$ cat src/rtl/fsup_pkg.sv
// Shared definitions for the regulator fault supervisor.
// Assumes nothing beyond a single clock domain.
package fsup_pkg;
    localparam int FK_OC_SLOW = 0;
    localparam int FK_OC_FAST = 1;
    localparam int FK_UV      = 2;
    localparam int FK_OV      = 3;
    localparam int FK_W       = 4;
    typedef logic [FK_W-1:0] fkind_t;
endpackage

$ cat src/rtl/fsup_oc_tier.sv
// Two-tier over-current detector. The slow tier counts consecutive
// switching-cycle ticks seen with the low flag high. The fast tier records
// at once. Both latches clear while the supervisor is not armed.
// Assumes cycle_tick is a single-clock pulse and flags are synchronous.
module fsup_oc_tier #(
    parameter int OC_CYCLES = 4
) (
    input  logic clk,
    input  logic rst_n,
    input  logic armed,
    input  logic tick,
    input  logic oc_lo,
    input  logic oc_hi,
    output logic slow_lat,
    output logic fast_lat
);
    localparam int CW = $clog2(OC_CYCLES + 1);
    localparam logic [CW-1:0] LAST = CW'(OC_CYCLES - 1);

    logic [CW-1:0] cnt;

    // Consecutive-tick counter and both sticky trip latches.
    always_ff @(posedge clk) begin
        if (!rst_n || !armed) begin
            cnt      <= '0;
            slow_lat <= 1'b0;
            fast_lat <= 1'b0;
        end else begin
            if (tick) begin
                if (oc_lo) begin
                    if (cnt == LAST) begin
                        cnt      <= '0;
                        slow_lat <= 1'b1;
                    end else begin
                        cnt <= cnt + CW'(1);
                    end
                end else begin
                    cnt <= '0;
                end
            end
            if (oc_hi) fast_lat <= 1'b1;
        end
    end

    a_r2_slow_trip: assert property (@(posedge clk) disable iff (!rst_n)
        (armed && tick && oc_lo && cnt == LAST) |=> slow_lat);
    a_r3_count_hold: assert property (@(posedge clk) disable iff (!rst_n)
        (armed && !tick) |=> $stable(cnt));
    a_r4_fast_trip: assert property (@(posedge clk) disable iff (!rst_n)
        (armed && oc_hi) |=> fast_lat);
endmodule

$ cat src/rtl/fsup_ov_guard.sv
// Over-voltage guard. A flag held high for OV_FILT consecutive clocks
// records the fault and starts a low-side discharge. The discharge stops
// once the discharge-complete flag is seen, and the fault stays recorded.
// Assumes the flags are synchronous to clk.
module fsup_ov_guard #(
    parameter int OV_FILT = 8
) (
    input  logic clk,
    input  logic rst_n,
    input  logic armed,
    input  logic ov_in,
    input  logic dis_end,
    output logic ov_lat,
    output logic dis_on
);
    localparam int FW = $clog2(OV_FILT + 1);
    localparam logic [FW-1:0] FLAST = FW'(OV_FILT - 1);

    logic [FW-1:0] fcnt;
    logic          trip;

    // A trip happens on the last consecutive high cycle before latching.
    always_comb trip = !ov_lat && ov_in && (fcnt == FLAST);

    // Filter counter, fault latch and discharge state.
    always_ff @(posedge clk) begin
        if (!rst_n || !armed) begin
            fcnt   <= '0;
            ov_lat <= 1'b0;
            dis_on <= 1'b0;
        end else begin
            if (trip) begin
                fcnt   <= '0;
                ov_lat <= 1'b1;
                dis_on <= 1'b1;
            end else begin
                if (!ov_lat && ov_in) fcnt <= fcnt + FW'(1);
                else                  fcnt <= '0;
                if (dis_end) dis_on <= 1'b0;
            end
        end
    end

    a_r5_ov_trip: assert property (@(posedge clk) disable iff (!rst_n)
        (armed && !ov_lat && ov_in && fcnt == FLAST) |=> (ov_lat && dis_on));
    a_r6_dis_end: assert property (@(posedge clk) disable iff (!rst_n)
        (armed && ov_lat && dis_on && dis_end) |=> (!dis_on && ov_lat));
endmodule

$ cat src/rtl/fsup_gate_arb.sv
// Gate override arbiter. The low-side discharge, whether from an armed
// over-voltage or from the disabled-state pre-enable path, wins over the
// force-off request. Purely combinational.
module fsup_gate_arb
    import fsup_pkg::*;
(
    input  logic   armed,
    input  logic   en,
    input  logic   pre_ov,
    input  logic   dis_on,
    input  fkind_t fk,
    output logic   gates_low,
    output logic   low_on,
    output logic   any_fault
);
    // Resolve the two override commands and the summary status.
    always_comb begin
        low_on    = (armed && dis_on) || (!en && pre_ov);
        any_fault = |fk;
        gates_low = any_fault && !low_on;
    end
endmodule

$ cat src/rtl/fsup_ctrl.sv
// Regulator fault supervisor top. Arms when enable and both supplies are
// present and clears every record when any of them is absent. Hosts the
// under-voltage latch, which is blanked during soft-start.
// Assumes all inputs are synchronous to clk.
module fsup_ctrl
    import fsup_pkg::*;
#(
    parameter int OC_CYCLES = 4,
    parameter int OV_FILT   = 8
) (
    input  logic             clk,
    input  logic             rst_n,
    input  logic             en,
    input  logic             supply_a_ok,
    input  logic             supply_b_ok,
    input  logic             soft_start,
    input  logic             cycle_tick,
    input  logic             oc_low_flag,
    input  logic             oc_high_flag,
    input  logic             ov_flag,
    input  logic             uv_flag,
    input  logic             dis_done_flag,
    input  logic             pre_ov_flag,
    output logic             force_gates_low,
    output logic             force_low_side_on,
    output logic             fault_latched,
    output logic [FK_W-1:0]  fault_kind
);
    logic   armed;
    logic   slow_lat, fast_lat, ov_lat, dis_on, uv_lat;
    fkind_t fk;

    // Armed only with enable and both supplies present.
    always_comb armed = en && supply_a_ok && supply_b_ok;

    // Under-voltage latch, ignored during soft-start.
    always_ff @(posedge clk) begin
        if (!rst_n || !armed)               uv_lat <= 1'b0;
        else if (uv_flag && !soft_start)    uv_lat <= 1'b1;
    end

    // Assemble the fault record in its fixed bit order.
    always_comb begin
        fk             = '0;
        fk[FK_OC_SLOW] = slow_lat;
        fk[FK_OC_FAST] = fast_lat;
        fk[FK_UV]      = uv_lat;
        fk[FK_OV]      = ov_lat;
    end

    fsup_oc_tier #(.OC_CYCLES(OC_CYCLES)) u_oc (
        .clk(clk), .rst_n(rst_n), .armed(armed), .tick(cycle_tick),
        .oc_lo(oc_low_flag), .oc_hi(oc_high_flag),
        .slow_lat(slow_lat), .fast_lat(fast_lat)
    );

    fsup_ov_guard #(.OV_FILT(OV_FILT)) u_ov (
        .clk(clk), .rst_n(rst_n), .armed(armed), .ov_in(ov_flag),
        .dis_end(dis_done_flag), .ov_lat(ov_lat), .dis_on(dis_on)
    );

    fsup_gate_arb u_arb (
        .armed(armed), .en(en), .pre_ov(pre_ov_flag), .dis_on(dis_on), .fk(fk),
        .gates_low(force_gates_low), .low_on(force_low_side_on),
        .any_fault(fault_latched)
    );

    assign fault_kind = fk;

    a_r7_uv_trip: assert property (@(posedge clk) disable iff (!rst_n)
        (armed && uv_flag && !soft_start) |=> fault_kind[FK_UV]);
    a_r9_clear: assert property (@(posedge clk) disable iff (!rst_n)
        !armed |=> (fault_kind == '0));
    a_r8_discharge_wins: assert property (@(posedge clk) disable iff (!rst_n)
        (armed && dis_on) |-> (force_low_side_on && !force_gates_low));
    a_r10_pre_ov: assert property (@(posedge clk) disable iff (!rst_n)
        !en |-> (force_low_side_on == pre_ov_flag));
endmodule

$ cat config.mk
export PLATFORM = sky130hd
export DESIGN_NAME = fsup_ctrl
export DESIGN_NICKNAME = d
export VERILOG_FILES = /design/src/rtl/fsup_pkg.sv /design/src/rtl/fsup_oc_tier.sv /design/src/rtl/fsup_ov_guard.sv /design/src/rtl/fsup_gate_arb.sv /design/src/rtl/fsup_ctrl.sv
export SDC_FILE = /design/constraint.sdc
export NUM_CORES = 1
export LEC_CHECK = 0
export ABC_AREA = 1
export BUFFER_PORTS_ARGS = -buffer_cell sky130_fd_sc_hd__buf_2
export CORE_MARGIN = 1.5
export CORE_UTILIZATION = 42
export CTS_CLUSTER_DIAMETER = 120
export CTS_CLUSTER_SIZE = 12
export DETAILED_ROUTE_END_ITERATION = 12
export PLACE_DENSITY = 0.71
export SYNTH_ARGS = -nofsm -noshare
export SYNTH_HDL_FRONTEND = slang
export SYNTH_HIERARCHICAL = 1
export SYNTH_SLANG_ARGS = --single-unit
export TNS_END_PERCENT = 30
$ cat constraint.sdc
create_clock -name clk -period 0.9 [get_ports clk]
set_input_delay 0.09 -clock clk [delete_from_list [all_inputs] [get_ports clk]]
set_output_delay 0.09 -clock clk [all_outputs]
set_load 0.05 [all_outputs]
# == Word-level counts from Yosys, hierarchy flattened ==
# Cells that the tools add are included.
# totals
reg_bits,12
wordCells,36
in_bits,13
# classes
n_eq_ne,2
n_reduce_logical,20
add_sub_neg,2
bitwise_logic,1
muxes,4
# op_table
op,count
logical AND 1 bit,8
logical NOT 1 bit,6
two-way mux 3 bit,2
adder 4 x 1 -> 4 bit (second input constant),1
== test 4 x 3 -> 1 bit (second input constant),1
OR reduction 4 bit,1
adder 3 x 1 -> 3 bit (second input constant),1
== test 3 x 2 -> 1 bit (second input constant),1
AND reduction 3 bit,1
OR reduction 3 bit,1
logical OR 1 bit,2
two-way mux 1 bit,2
nonzero test 2 bit,1
inverter 1 bit,1

# == Logic depth before layout (Yosys ltp) ==
# logic_depth
depth_word,6
depth_mapped,7
mapped_depth_nobuf,7

# == Hierarchy ==
# Netlist, hierarchy kept.
# modules_own_cells
mod,instances,cells_per_inst,area_each_um2,seq_area_each_um2
fsup_ov_guard,1,36,255.2,120.1
fsup_oc_tier,1,27,200.2,100.1
fsup_ctrl,1,10,76.3,20.0
fsup_gate_arb,1,13,53.8,0.0

# == Worst setup path before layout ==
# OpenSTA, ideal clock, no wires.
# synth_timing
kind,input to output
start,input supply_b_ok
end,output force_gates_low
slack_ns,-0.468
stages,4
arrival_ns,1.278
required_time_ns,0.810
cell_sequence,and3_2 > nand2_1 > nand2_2 > nor2_1
# synth_between
elab_chain_cells,5
# synth_lines
element,line_no,text
start: declaration,fsup_ctrl.sv:15,"input logic supply_b_ok,"
logical AND 1 bit,fsup_ctrl.sv:34,always_comb armed = en && supply_a_ok && supply_b_ok;
logical AND 1 bit,fsup_gate_arb.sv:18,low_on = (armed && dis_on) || (!en && pre_ov);
logical OR 1 bit,fsup_gate_arb.sv:18,
net force_low_side_on,fsup_ctrl.sv:25,"output logic force_low_side_on,"
logical NOT 1 bit,fsup_gate_arb.sv:20,gates_low = any_fault && !low_on;
logical AND 1 bit,fsup_gate_arb.sv:20,
end: declaration,fsup_ctrl.sv:24,"output logic force_gates_low,"
# The timed path passes the listed nets, and every way through them passes these cells.

# == Worst setup path after layout ==
# layout_timing
start,register u_oc.fast_lat
end,output force_gates_low
# layout_between
elab_chain_cells,2
# layout_lines
element,line_no,text
start: declaration,fsup_oc_tier.sv:15,output logic fast_lat
start signal: assignment,fsup_oc_tier.sv:27,fast_lat <= 1'b0;
start signal: assignment,fsup_oc_tier.sv:41,if (oc_hi) fast_lat <= 1'b1;
OR reduction 4 bit,fsup_gate_arb.sv:19,any_fault = |fk;
logical AND 1 bit,fsup_gate_arb.sv:20,
# Every way passes these cells.

==> metrics.txt <==
cts bufs inserted 3; Synth cell types 13; initial drt markers 6; Worst EP required 0.81 ns; TritonCTS Sinks 12; failing checks setup timing; die width 40.3 um; mean routed wirelength per cell 10.9 um; Vias/cell 4.76; LEAKAGE 0.446 nW; chip height 40.3 um; peak fanout along the critical path 2; Max Transition Viols Final 0; starting density of the core 0.450; Max-cap violations 0; Synth Cell Area 586 um2; Hold Crit Class in2reg; worst path arrival time 1.03 ns; sequential fraction of the synthesis area 0.410; WS Path Type reg2out; Clk Latency, worst-skew pair 0.26 ns; CTS H-tree lvls 1; Clock Tree Buf Depth 2; Synth Net Count 101; register area 251 um2; GR Overflow Total 0; Critical Path Start Type flop; most used cell along the critical path nor2_4; Max Freq 896 MHz; First-pass DRT Iterations 4; YS warnings 6; critical path's slowest cell dfxtp_2; full die area 0.00163 mm2; DR DRC count 0; largest net degree at the start of global routing 7; antenna violations before repair 0; Antenna diodes 0; CTS tree yes; CTS root buffer clkbuf_4; final setup margin -0.217 ns; CP peak stage delay 0.32 ns; DR vias 605; Core Util, Final 0.711; ranking of synthesized cells by area dfxtp_1 (41%), inv_1 (13%), nand2_1 (11%); total power 0.000983 W; hold buffer count at CTS 0; outcome finished, violations left; area leader, netlist dfxtp_1; IO Port Bufs 19; Post-Syn Instances 86; Mapped Avg Cell Area 6.81 um2; Detailed Place HPWL 1.01 mm; area growth from synthesis to layout 57.9%; CP endpoint kind output pin; ANT nets after route 0; endpoints failing hold 0; FF+latch count, synth 12; worst-margin pin slew 0.210 ns; area of the core 0.00130 mm2; first-pass GRT wire length 2.06 mm; IR drop worst, VDD 686 uV; IO Count 20; CTS clk-pin slew, worst paths 0.07 ns; total wire length 1.38 mm; final worst path period need 1.12 ns; Place WS -0.130 ns; vias in the first global route 551; max_slew headroom 0.860; Power Density 1060 mW/mm2; fin crit share 1.24; Final nets 129; row cnt 13; GRT Overall Usage 0.203; Final Setup Violations 11; share of layout cells above drive strength 1 0.589; final setup skew 0.000848 ns; multi-input logic area 339 um2; CP Cell Sequence inv_2 > nand2_2 > nor2_4 > nor2_4 > buf_8; Synth top area share 0.410; routability cong. 0.822; Layout fillers 101; RSZ-0062 raised after global routing true
## final cells by class
class                           count  area share
Multi-Input combinational cell     50       0.367
Sequential cell                    12       0.272
Timing Repair Buffer               27       0.235
Inverter                           20      0.0812
Clock buffer                        3      0.0244
Tap cell                           15      0.0203
## sequential cells by signal, indices dropped and copies added, names as in the netlist
register       count
u_ov/ov_lat        1
u_oc/slow_lat      1
u_oc/cnt           3
u_oc/fast_lat      1
u_ov/fcnt          4
uv_lat             1
u_ov/dis_on        1
## synth_stat cells
master / count
a21oi_1: 7
and3_2: 1
buf_4: 4
dfxtp_1: 12
ha_1: 2
inv_1: 20
nand2_1: 17
nand2_2: 3
nand3_1: 4
nand4_1: 2
nor2_1: 11
nor2_2: 1
nor3_1: 2
## report_power, final
| group | total (W) | switching (W) | internal [W] |
|---|---|---|---|
| clock network | 0.000317 | 0.000163 | 0.000154 |
| logic | 0.000130 | 0.0000722 | 0.0000582 |
| registers | 0.000536 | 0.00000232 | 0.000533 |
## worst max-delay path: cells and delay by family, from the launching register on
| kind | cells | cell delay, ns |
|---|---|---|
| and+or+nand+nor | 3 | 0.26 |
| DFF | 1 | 0.32 |
| buffers and inverters | 2 | 0.18 |
## kinds of logic (layout without fill, tap and decap cells)
family          after synthesis  after routing  share of synthesized area
simple gates                 41             41                      0.308
buf+inv                      24             50                      0.179
flops                        12             12                      0.410
compound gates                7              7                     0.0598
fa+ha+maj                     2              2                     0.0427
## timing repair
action / CTS / global route
gates resized for setup: 39 / 16
buffers inserted: 1 / 0
setup endpoints to repair: 15 / 17
pin swaps: 4 / 4
## final timing paths
path                              start                         end  slack, ns  cells after the start
min                        oc_high_flag  u_oc/fast_lat$_SDFFE_PP0P_       0.03                      3
max          u_oc/fast_lat$_SDFFE_PP0P_             force_gates_low      -0.22                      5
max reg2reg     u_ov/fcnt[0]$_SDFF_PP0_     u_ov/fcnt[0]$_SDFF_PP0_      -0.03                      6
min reg2reg    u_ov/dis_on$_SDFFE_PP0P_    u_ov/dis_on$_SDFFE_PP0P_       0.48                      2
## layout by cell type (no fill, tap or decap)
cell	Yosys	layout
and3_2	1	1
buf_6	0	4
nand3_1	4	3
a21oi_2	0	3
nand2_2	3	7
nand4_1	2	2
inv_2	0	5
nor2_1	11	6
buf_8	0	4
nor2_2	1	2
inv_1	20	15
ha_4	0	2
nand2_4	0	2
buf_2	0	12
nor3_1	2	2
nor2_4	0	4
nand3_2	0	1
nand2_1	17	11
dfxtp_2	0	9
a21oi_1	7	4
clkbuf_4	0	3
dfxtp_1	12	3
buf_4	4	7
## per-layer routing
layer  vias up  global-route usage  share of wire
li1        311                   -              -
met1       276               0.156           0.37
met2        16               0.437           0.58
met3         2              0.0333          0.040
met4         0               0.125          0.010
met5         -                   0              0
## through the flow
stage          TNS, ns  area (um2)  hold slack [ns]  std cells
2_1_floorplan  -0.0186         598            0.206         86
3_3_place_gp    -0.262         749            0.293        125
3_5_place_dp    -0.438         749            0.307        125
4_1_cts          -1.09         885           0.0292        128
5_1_grt          -1.44         925           0.0275        127
6_report        -0.761         925           0.0318        127
(Power assumes the default switching activity.)
